<file path="config.mk">
export PLATFORM = sky130hd
export DESIGN_NAME = amp_i2c_ctl
export DESIGN_NICKNAME = d
export VERILOG_FILES = /design/src/rtl/amp_i2c_pkg.sv /design/src/rtl/amp_i2c_sync.sv /design/src/rtl/amp_i2c_cond.sv /design/src/rtl/amp_i2c_strap.sv /design/src/rtl/amp_i2c_regs.sv /design/src/rtl/amp_i2c_ctl.sv
export SDC_FILE = /design/constraint.sdc
export NUM_CORES = 1
export LEC_CHECK = 0
export BUFFER_PORTS_ARGS = -buffer_cell sky130_fd_sc_hd__buf_2
export CAP_MARGIN = 20
export CORE_MARGIN = 4
export CORE_UTILIZATION = 55
export CTS_CLUSTER_SIZE = 20
export DETAILED_ROUTE_END_ITERATION = 7
export PLACE_DENSITY = 0.72
export RECOVER_POWER = 100
export SLEW_MARGIN = 15
export SYNTH_ARGS = -nofsm -noshare
export SYNTH_HDL_FRONTEND = slang
export SYNTH_HIERARCHICAL = 1
export SYNTH_SLANG_ARGS = --single-unit
</file>
<file path="constraint.sdc">
create_clock -name clk -period 3.7 [get_ports clk]
set_input_delay 0.555 -clock clk [delete_from_list [all_inputs] [get_ports clk]]
set_output_delay 0.555 -clock clk [all_outputs]
set_load 0.01 [all_outputs]
</file>
<file path="src/rtl/amp_i2c_pkg.sv">
package amp_i2c_pkg;

    // Register pointers whose layout the amplifier decodes
    localparam logic [7:0] REG_MUTE   = 8'h01;
    localparam logic [7:0] REG_SHDN   = 8'h02;
    localparam int         MUTE_L_BIT = 3;
    localparam int         MUTE_R_BIT = 4;
    localparam int         SHDN_BIT   = 0;
    localparam int         SRST_LSB   = 2;

    typedef enum logic [2:0] {
        PH_IDLE,
        PH_ADDR,
        PH_REG,
        PH_WDATA,
        PH_TX
    } phase_e;

    typedef struct packed {
        logic start;
        logic stop;
        logic rise;
        logic fall;
    } bus_ev_t;

    typedef struct packed {
        logic ml;
        logic mr;
        logic sd;
    } amp_cfg_t;

    localparam amp_cfg_t CFG_DEFAULT = '{ml: 1'b1, mr: 1'b1, sd: 1'b0};

    // Strap classification from history flags gathered since START
    function automatic logic [1:0] strap_code(input logic hi, input logic lo,
                                              input logic f_scl, input logic f_sda);
        if (hi && lo && f_sda)      return 2'b11;
        else if (hi && lo && f_scl) return 2'b10;
        else if (hi && !lo)         return 2'b01;
        else                        return 2'b00;
    endfunction

    function automatic logic [7:0] cfg_readback(input logic [7:0] ptr, input amp_cfg_t c);
        logic [7:0] v;
        v = 8'h00;
        if (ptr == REG_MUTE) begin
            v[MUTE_L_BIT] = c.ml;
            v[MUTE_R_BIT] = c.mr;
        end else if (ptr == REG_SHDN) begin
            v[SHDN_BIT] = c.sd;
        end
        return v;
    endfunction

endpackage

</file>
<file path="src/rtl/amp_i2c_sync.sv">
module amp_i2c_sync #(
    parameter int WIDTH  = 3,
    parameter int STAGES = 2,
    parameter logic [WIDTH-1:0] RST_VAL = '1
) (
    input  logic             clk,
    input  logic             rst,
    input  logic [WIDTH-1:0] d_i,
    output logic [WIDTH-1:0] q_o
);

    genvar gi;
    generate
        for (gi = 0; gi < WIDTH; gi++) begin : g_line
            logic [STAGES-1:0] chain;
            always_ff @(posedge clk) begin
                if (rst) chain <= {STAGES{RST_VAL[gi]}};
                else     chain <= {chain[STAGES-2:0], d_i[gi]};
            end
            assign q_o[gi] = chain[STAGES-1];
        end
    endgenerate

endmodule

</file>
<file path="src/rtl/amp_i2c_cond.sv">
module amp_i2c_cond
    import amp_i2c_pkg::*;
(
    input  logic    clk,
    input  logic    rst,
    input  logic    scl,
    input  logic    sda,
    output bus_ev_t ev_o
);

    logic scl_p, sda_p;
    logic start_hi;   // a START happened in the current SCL high pulse
    logic raw_start, raw_stop;

    assign raw_start = scl && scl_p && sda_p && !sda;
    assign raw_stop  = scl && scl_p && !sda_p && sda;

    always_ff @(posedge clk) begin
        if (rst) begin
            scl_p    <= 1'b1;
            sda_p    <= 1'b1;
            start_hi <= 1'b0;
        end else begin
            scl_p <= scl;
            sda_p <= sda;
            if (raw_start)          start_hi <= 1'b1;
            else if (scl_p && !scl) start_hi <= 1'b0;
        end
    end

    always_comb begin
        ev_o.start = raw_start;
        ev_o.stop  = raw_stop && !start_hi;
        ev_o.rise  = scl && !scl_p;
        ev_o.fall  = !scl && scl_p;
    end

    AST_EARLY_STOP: assert property (@(posedge clk) disable iff (rst)
        $past(ev_o.start) |-> !ev_o.stop);

endmodule

</file>
<file path="src/rtl/amp_i2c_strap.sv">
module amp_i2c_strap
    import amp_i2c_pkg::*;
(
    input  logic       clk,
    input  logic       rst,
    input  logic       clear,
    input  logic       scl,
    input  logic       sda,
    input  logic       pin,
    output logic [1:0] code_o
);

    logic saw_hi, saw_lo, eq_scl, eq_sda;

    always_ff @(posedge clk) begin
        if (rst) begin
            saw_hi <= 1'b0;
            saw_lo <= 1'b0;
            eq_scl <= 1'b1;
            eq_sda <= 1'b1;
        end else if (clear) begin
            saw_hi <= pin;
            saw_lo <= !pin;
            eq_scl <= (pin == scl);
            eq_sda <= (pin == sda);
        end else begin
            saw_hi <= saw_hi | pin;
            saw_lo <= saw_lo | !pin;
            eq_scl <= eq_scl & (pin == scl);
            eq_sda <= eq_sda & (pin == sda);
        end
    end

    assign code_o = strap_code(saw_hi, saw_lo, eq_scl, eq_sda);

    AST_STRAP_LOW: assert property (@(posedge clk) disable iff (rst)
        ($past(clear) && !$past(pin)) |-> (code_o != 2'b01));

endmodule

</file>
<file path="src/rtl/amp_i2c_regs.sv">
module amp_i2c_regs
    import amp_i2c_pkg::*;
#(
    parameter int AW = 8
) (
    input  logic          clk,
    input  logic          rst,
    input  logic          wr_en,
    input  logic [AW-1:0] wr_addr,
    input  logic [7:0]    wr_data,
    input  logic [AW-1:0] rd_addr,
    output logic [7:0]    rd_data,
    output amp_cfg_t      cfg_o
);

    localparam int SRST_W = 8 - SRST_LSB;

    logic soft_rst;
    assign soft_rst = (&wr_data[7:SRST_LSB]);

    always_ff @(posedge clk) begin
        if (rst) begin
            cfg_o <= CFG_DEFAULT;
        end else if (wr_en) begin
            if (wr_addr == AW'(REG_MUTE)) begin
                cfg_o.ml <= wr_data[MUTE_L_BIT];
                cfg_o.mr <= wr_data[MUTE_R_BIT];
            end else if (wr_addr == AW'(REG_SHDN)) begin
                if (soft_rst) cfg_o <= CFG_DEFAULT;
                else          cfg_o.sd <= wr_data[SHDN_BIT];
            end
        end
    end

    assign rd_data = cfg_readback(8'(rd_addr), cfg_o);

    AST_RST_DEFAULT: assert property (@(posedge clk) disable iff (rst)
        $past(rst) |-> (cfg_o.ml && cfg_o.mr && !cfg_o.sd));

    AST_SOFT_RESET: assert property (@(posedge clk) disable iff (rst)
        (wr_en && wr_addr == AW'(REG_SHDN) && wr_data[7:SRST_LSB] == {SRST_W{1'b1}})
        |=> (cfg_o.ml && cfg_o.mr && !cfg_o.sd));

    AST_UNMAPPED_KEEP: assert property (@(posedge clk) disable iff (rst)
        (wr_en && wr_addr != AW'(REG_MUTE) && wr_addr != AW'(REG_SHDN))
        |=> $stable(cfg_o));

endmodule

</file>
<file path="src/rtl/amp_i2c_ctl.sv">
module amp_i2c_ctl
    import amp_i2c_pkg::*;
#(
    parameter logic [4:0] DEV_HI      = 5'b10011,
    parameter int         SYNC_STAGES = 2
) (
    input  logic clk,
    input  logic rst,
    input  logic scl_i,
    input  logic sda_i,
    input  logic addr_pin_i,
    output logic sda_oe_o,
    output logic mute_l_o,
    output logic mute_r_o,
    output logic shdn_o
);

    localparam int BITS   = 8;
    localparam int CNT_W  = $clog2(BITS + 1);
    localparam int PTR_W  = 8;

    logic [2:0]       sync_q;
    logic             scl_s, sda_s, pin_s;
    bus_ev_t          ev;
    logic [1:0]       strap;
    amp_cfg_t         cfg;

    phase_e           phase;
    logic [CNT_W-1:0] cnt;
    logic             in_ack;
    logic             ack_drv;
    logic             rw;
    logic             mack;
    logic [7:0]       sh;
    logic [7:0]       tx;
    logic [PTR_W-1:0] ptr;
    logic [7:0]       rd_data;
    logic             hit;
    logic             byte_end;
    logic             ack_end;
    logic             wr_en;

    amp_i2c_sync #(.WIDTH(3), .STAGES(SYNC_STAGES), .RST_VAL(3'b011)) u_sync (
        .clk (clk),
        .rst (rst),
        .d_i ({addr_pin_i, scl_i, sda_i}),
        .q_o (sync_q)
    );
    assign {pin_s, scl_s, sda_s} = sync_q;

    amp_i2c_cond u_cond (
        .clk  (clk),
        .rst  (rst),
        .scl  (scl_s),
        .sda  (sda_s),
        .ev_o (ev)
    );

    amp_i2c_strap u_strap (
        .clk    (clk),
        .rst    (rst),
        .clear  (ev.start),
        .scl    (scl_s),
        .sda    (sda_s),
        .pin    (pin_s),
        .code_o (strap)
    );

    amp_i2c_regs #(.AW(PTR_W)) u_regs (
        .clk     (clk),
        .rst     (rst),
        .wr_en   (wr_en),
        .wr_addr (ptr),
        .wr_data (sh),
        .rd_addr (ptr),
        .rd_data (rd_data),
        .cfg_o   (cfg)
    );

    assign hit      = (sh[7:1] == {DEV_HI, strap});
    assign byte_end = ev.fall && !in_ack && (cnt == CNT_W'(BITS)) && (phase != PH_IDLE);
    assign ack_end  = ev.fall && in_ack && (phase != PH_IDLE);
    assign wr_en    = byte_end && (phase == PH_WDATA);

    always_ff @(posedge clk) begin
        if (rst) begin
            phase   <= PH_IDLE;
            cnt     <= '0;
            in_ack  <= 1'b0;
            ack_drv <= 1'b0;
            rw      <= 1'b0;
            mack    <= 1'b0;
            sh      <= '0;
            tx      <= '1;
            ptr     <= '0;
        end else if (ev.start) begin
            phase   <= PH_ADDR;
            cnt     <= '0;
            in_ack  <= 1'b0;
            ack_drv <= 1'b0;
        end else if (ev.stop) begin
            phase   <= PH_IDLE;
            cnt     <= '0;
            in_ack  <= 1'b0;
            ack_drv <= 1'b0;
        end else if (phase != PH_IDLE) begin
            if (ev.rise && !in_ack && cnt < CNT_W'(BITS)) begin
                sh  <= {sh[6:0], sda_s};
                cnt <= cnt + 1'b1;
            end
            if (ev.rise && in_ack && phase == PH_TX) begin
                mack <= !sda_s;
            end
            if (byte_end) begin
                in_ack <= 1'b1;
                unique case (phase)
                    PH_ADDR: begin
                        if (hit) begin
                            ack_drv <= 1'b1;
                            rw      <= sh[0];
                        end else begin
                            phase  <= PH_IDLE;
                            in_ack <= 1'b0;
                            cnt    <= '0;
                        end
                    end
                    PH_REG: begin
                        ack_drv <= 1'b1;
                        ptr     <= sh;
                    end
                    PH_WDATA: begin
                        ack_drv <= 1'b1;
                        ptr     <= ptr + 1'b1;
                    end
                    PH_TX: begin
                        ptr <= ptr + 1'b1;
                    end
                    default: ;
                endcase
            end else if (ack_end) begin
                in_ack  <= 1'b0;
                ack_drv <= 1'b0;
                cnt     <= '0;
                unique case (phase)
                    PH_ADDR: begin
                        if (rw) begin
                            phase <= PH_TX;
                            tx    <= rd_data;
                        end else begin
                            phase <= PH_REG;
                        end
                    end
                    PH_REG:   phase <= PH_WDATA;
                    PH_WDATA: phase <= PH_WDATA;
                    PH_TX: begin
                        if (mack) tx    <= rd_data;
                        else      phase <= PH_IDLE;
                    end
                    default: ;
                endcase
            end else if (ev.fall && phase == PH_TX && !in_ack && cnt != '0) begin
                tx <= {tx[6:0], 1'b1};
            end
        end
    end

    assign sda_oe_o = ack_drv || (phase == PH_TX && !in_ack && !tx[7]);
    assign mute_l_o = cfg.ml;
    assign mute_r_o = cfg.mr;
    assign shdn_o   = cfg.sd;

    AST_STOP_IDLE: assert property (@(posedge clk) disable iff (rst)
        ev.stop |=> (phase == PH_IDLE && !sda_oe_o));

    AST_DRIVE_SCL_LOW: assert property (@(posedge clk) disable iff (rst)
        $rose(sda_oe_o) |-> !scl_s);

    AST_ADDR_MISS: assert property (@(posedge clk) disable iff (rst)
        (byte_end && phase == PH_ADDR && !hit) |=> (phase == PH_IDLE && !sda_oe_o));

    AST_NACK_RELEASE: assert property (@(posedge clk) disable iff (rst)
        (ack_end && phase == PH_TX && !mack) |=> !sda_oe_o);

    AST_CNT_RANGE: assert property (@(posedge clk) disable iff (rst)
        cnt <= CNT_W'(BITS));

endmodule

</file>
# Yosys cells after proc, flatten, opt, wreduce, memory -nomap -nowiden
# Index checks and enable logic that the tools add are counted.
# totals
wordCells	163
regBits	51
# op_classes
n_mux	44
reduce_logical	64
bitwise	8
eq_ne	21
order_cmp	1
n_addsub	2
# op_table
cell	count
8-bit 2-to-1 mux	4
8-bit case mux with 2 select lines	2
1-bit logical AND	27
6-bit AND reduction	4
3-bit 2-to-1 mux	7
4-bit 2-to-1 mux	5
1-bit 2-to-1 mux	19
3-bit != test (second input constant)	4
4-bit AND reduction	3
2-bit nonzero test	6
2-bit 2-to-1 mux	5
1-bit logical NOT	9
3-bit case mux with 3 select lines	1
3-bit nonzero test	3
8-bit by 1-bit adder with 8-bit output (second input constant)	1
8-bit by 1-bit == test with 1-bit output (second input constant)	1
8-bit by 2-bit == test with 1-bit output (second input constant)	1
8-bit AND reduction	1
4-bit nonzero test	2
7-bit == test	1
3-bit by 2-bit == test with 1-bit output (second input constant)	2
3-bit AND reduction	2
5-bit by 4-bit != test with 1-bit output (second input constant)	1
5-bit AND reduction	1
other kinds (21)	28

# Depth between registers and ports, before layout
# logic_depth
ltp_word	12
depth_mapped	10
ltp_nobuf	8

# Cells and area by module
# Netlist, hierarchy kept.
# by_module_without_submodules
mod	cells_each	n_inst	seq_area_each_um2	area_each_um2
amp_i2c_ctl	218	1	700.7	1905.6
amp_i2c_regs	42	1	60.1	307.8
amp_i2c_sync	15	1	120.1	180.2
amp_i2c_strap	18	1	80.1	167.7
amp_i2c_cond	14	1	60.1	145.1

# Least setup slack after synthesis
# No wires, ideal clock.
# synth_timing
kind	register to register
startpoint	register u_sync.g_line[1].chain[1]
endpoint	register u_regs/cfg_o[1] (netlist bit)
synth_period_minus_slack_ns	2.074
arrival_time_ns	1.949
path_slack_ns	1.626
stages_incl_launch_ff	9
path_buffers	1
required_ns	3.575
cell_sequence	dfxtp_1 > buf_4 > nor2b_2 > nor2b_1 > nand2_1 > nor3_1 > or4b_4 > nor4_1 > o31ai_1
# synth_rtl
item	line	text
start, declared	amp_i2c_sync.sv:15	logic [STAGES-1:0] chain;
start signal, assigned	amp_i2c_sync.sv:17	if (rst) chain <= {STAGES{RST_VAL[gi]}};
start signal, assigned	amp_i2c_sync.sv:18	else chain <= {chain[STAGES-2:0], d_i[gi]};
end, declared	amp_i2c_regs.sv:13	output amp_cfg_t cfg_o

# Worst setup path after layout
# layout_timing
startpoint	register phase[2]
endpoint	register ptr[5]
# layout_via
elab_chain_len	4
elab_cells_between_ends	9
cone_classes	eq/ne (3); mux (1); reduce/logical (5)
# layout_rtl
item	line	text
start, declared	amp_i2c_ctl.sv:28	phase_e phase;
start signal, assigned	amp_i2c_ctl.sv:87	phase <= PH_IDLE;
start signal, assigned	amp_i2c_ctl.sv:97	phase <= PH_ADDR;
start signal, assigned	amp_i2c_ctl.sv:102	phase <= PH_IDLE;
3-bit by 2-bit == test with 1-bit output or 3-bit == test (tied branches)	amp_i2c_ctl.sv:116	unique case (phase)
2-bit OR reduction (no line)	--	
2-bit nonzero test (no line)	--	
5-bit AND reduction (no line)	--	
end signal, assigned	amp_i2c_ctl.sv:129	ptr <= sh;
end signal, assigned	amp_i2c_ctl.sv:133	ptr <= ptr + 1'b1;
end signal, assigned	amp_i2c_ctl.sv:136	ptr <= ptr + 1'b1;
end, declared	amp_i2c_ctl.sv:36	logic [PTR_W-1:0] ptr;
# Several ways; a longest one is shown, not always the timed one.
# A chain may end at the register's enable or synchronous reset.

==> flow_summary.json <==
{
  "dieWidth_um": 78.15,
  "area_growth_pct": 2.913,
  "rsz0062_at_grt": "no",
  "hpwl_um": 3551,
  "cts_setup_buffers": 0,
  "synth-main-ff-cell": "dfxtp_1",
  "timing.final.crit_period_ns": 2.554,
  "yosysWarnings": 6,
  "crit_path_max_fanout": 16,
  "reg2reg_depth": 5,
  "grt_pass1_wl_um": 8873,
  "slowest_stage": "nor3b_1",
  "violations": "capacitance limit, slew limit",
  "cts_resized": 0,
  "layout.nets": 316,
  "fp.dieH_um": 78.15,
  "synth-async-reset-ratio_pct": 0,
  "drc_errors": 0,
  "startpoint_type": "flip-flop",
  "timing.rr.end": "ptr[5]",
  "clock-sinks": 51,
  "whs_ns": 0.4102,
  "use_met2_pct": 27.31,
  "endpoint": "ptr[5]",
  "routed_wl_um": 5185,
  "power.density_mw_per_mm2": 361.7,
  "fmax_mhz": 391.6,
  "synth-seq-cells": 51,
  "p_leak_nw": 1.188,
  "finalSetupViolCount": 0,
  "slew-limit-headroom_pct": -8.027,
  "vias_per_cell": 5.588,
  "cts_tree": "yes",
  "tightest_slew_ns": 1.620,
  "track_usage_pct": 18.10,
  "grt_max_degree": 41,
  "ff2ff_setup_slack_ns": 1.15,
  "drive_gt1_share_pct": 8.414,
  "gr-usage-met3_pct": 3.440,
  "end_kind": "flip-flop",
  "hold_class": "flip-flop to flip-flop",
  "clkTransAtPathRegs_ns": 0.09,
  "coreArea_sq_mm": 0.004755,
  "drt_iter0_markers": 201,
  "peakVddDrop_v": 0.0002018,
  "r2r-start": "phase[2]",
  "criticalPathCategory": "flip-flop to flip-flop",
  "synth_cell_types": 60,
  "outcome": "finished, violations left",
  "grt_pass1_vias": 1840,
  "cts_root_buf": "clkbuf_8",
  "cts_hold_buf": 0,
  "antenna_found_initial": 0,
  "busiest_layer": "met2",
  "clock_skew_ns": 0.003312,
  "die_area_sq_mm": 0.006107,
  "cap_violations": 1,
  "grt-ovfl-total": 0,
  "dr.pass1.iters": 4,
  "place.gp.congestion": 0.8765,
  "row_count": 25,
  "ys_seq_area_share_pct": 37.73,
  "num_io_pins": 9,
  "synth-edff-count": 0,
  "startpoint": "phase[2]",
  "hold_viol_final": 0,
  "cpPeakStageDelay_ns": 0.77,
  "port_buffers": 8,
  "cp.required_ns": 3.84,
  "wire_per_inst_um": 13.79,
  "insertion_delay_ns": 0.30,
  "arrival_ns": 2.69,
  "syn_area_per_cell_sq_um": 8.815,
  "antennaDiodeCount": 0,
  "post-route-period-util_pct": 69.02,
  "ctsLongestPathBuffers": 2,
  "crit_chain": "nor3b_1 > o2111a_1 > o21ai_0 > a22oi_1 > nor2_1",
  "ant_nets": 0,
  "cts_made_buffers": 5,
  "drv_slew": 41,
  "fin_setup_tns_ns": 0,
  "via_count": 2101,
  "start_util_pct": 56.92,
  "cts-htree-levels": 2,
  "netlist_instances": 307,
  "globalRouteMet1Util_pct": 25.73,
  "netlist_area_sq_mm": 0.002706
}
## sequential cells by signal, indices dropped and copies added, names as in the netlist, 3 cells and up
name / cells
tx: 8
ptr: 8
sh: 8
phase: 3
u_regs/cfg_o: 3
u_sync/g_line.chain: 6
cnt: 4
## placed cells by master (no fill, tap or decap), types with 6 or more instances in the layout
| cell type | instances |
|---|---|
| inv_1 | 14 |
| nor2b_1 | 11 |
| a21oi_1 | 9 |
| o21ai_0 | 11 |
| nand2_1 | 15 |
| nand3_1 | 6 |
| mux2i_1 | 20 |
| dfxtp_1 | 51 |
| nor3_1 | 11 |
| clkbuf_8 | 6 |
| nor2_1 | 43 |
| or2_1 | 6 |
| a211o_1 | 8 |
## power by group
part / leakage, nW / switching (W) / internal [W]
logic: 0.712 / 0.0000246 / 0.0000158
clock network: 0.0612 / 0.000184 / 0.000219
registers: 0.414 / 0.00000762 / 0.000557
total: 1.19 / 0.000216 / 0.000791
## critical path, delay by kind of cell, from the launching register on
family             cells  cell delay (ns)
AOI/OAI and AO/OA      3             1.00
and+or+nand+nor        2             0.82
DFF                    1             0.57
## synthesized netlist by cell type (all sizes together) (2+ instances only)
master	instances	share of area, %
and2	2	0.46
a22oi	5	1.4
buf	17	4.9
nor2	44	6.2
nor3	13	3.0
a31oi	2	0.46
or2	7	1.6
and3	2	0.46
nand4	3	0.92
o21bai	3	0.83
dfxtp	51	38
o21ai	12	2.2
clkbuf	3	0.42
o31ai	4	1.1
nor2b	11	2.6
a21boi	2	0.55
xnor2	3	0.97
o21a	2	0.55
or3	2	0.46
inv	14	1.9
nor4b	2	0.88
a211oi	3	1.2
nand2b	5	1.2
mux2i	20	7.4
a211o	8	2.6
a311oi	2	0.65
a21oi	10	2.0
ha	3	1.4
mux2	5	2.1
nand2	15	2.2
nor3b	5	1.8
nand3	6	1.1
xor2	3	0.97
nor4	5	1.2
## through the flow
stage | total power [W] | utilization [%] | worst slack, ns | area [sq um] | cells
detailed placement | 0.0006198 | 57.11 | 1.377 | 2715 | 368
CTS | 0.001020 | 59.58 | 1.371 | 2833 | 376
floorplan | 0.0006139 | - | 1.626 | 2721 | 311
global placement | 0.0006189 | 57.11 | 1.519 | 2715 | 368
finish | 0.001008 | 58.58 | 1.146 | 2785 | 376
global route | 0.001048 | 58.58 | 0.9505 | 2785 | 376
## worst min-delay path by stage
| stage | cells after the start | startpoint | endpoint |
|---|---|---|---|
| final | 1 | u_sync/g_line[0].chain[0] | u_sync/g_line[0].chain[1] |
| after global routing | 1 | u_sync/g_line[1].chain[0] | u_sync/g_line[1].chain[1] |
| after CTS | 1 | u_sync/g_line[0].chain[0] | u_sync/g_line[0].chain[1] |
| after detailed placement | 1 | u_sync/g_line[0].chain[0] | u_sync/g_line[0].chain[1] |
| after global placement | 1 | u_sync/g_line[0].chain[0] | u_sync/g_line[0].chain[1] |
| after floorplan | 1 | u_sync/g_line[0].chain[0] | u_sync/g_line[0].chain[1] |
## layout make-up
| cell class | count | area (sq um) |
|---|---|---|
| fill | 453 | 1969 |
| multi-input combinational | 226 | 1464 |
| sequential | 51 | 1021 |
| tap | 67 | 83.83 |
| clock buffer | 6 | 82.58 |
| inverter | 14 | 52.55 |
| timing repair buffer | 10 | 46.29 |
| clock inverter | 2 | 35.03 |
## cell families (layout without fill, tap and decap cells)
kind of cell	count (synthesis)	after routing	share of synthesized area, %
and+or+nand+nor	129	129	26.49
AOI/OAI and AO/OA	58	58	15.53
DFF	51	51	37.73
buffers and inverters	34	32	7.305
muxes	25	25	9.477
xor gates and xnor gates	6	6	1.942
adders and majority gates	3	3	1.387
other	1	5	0.1386
## per-layer routing
metal,wire length [um],up-vias
met5,0,-
met1,2642,992
met2,2319,30
met4,63,0
met3,160,4
li1,-,1075
Power figures use the tool's default switching activity.
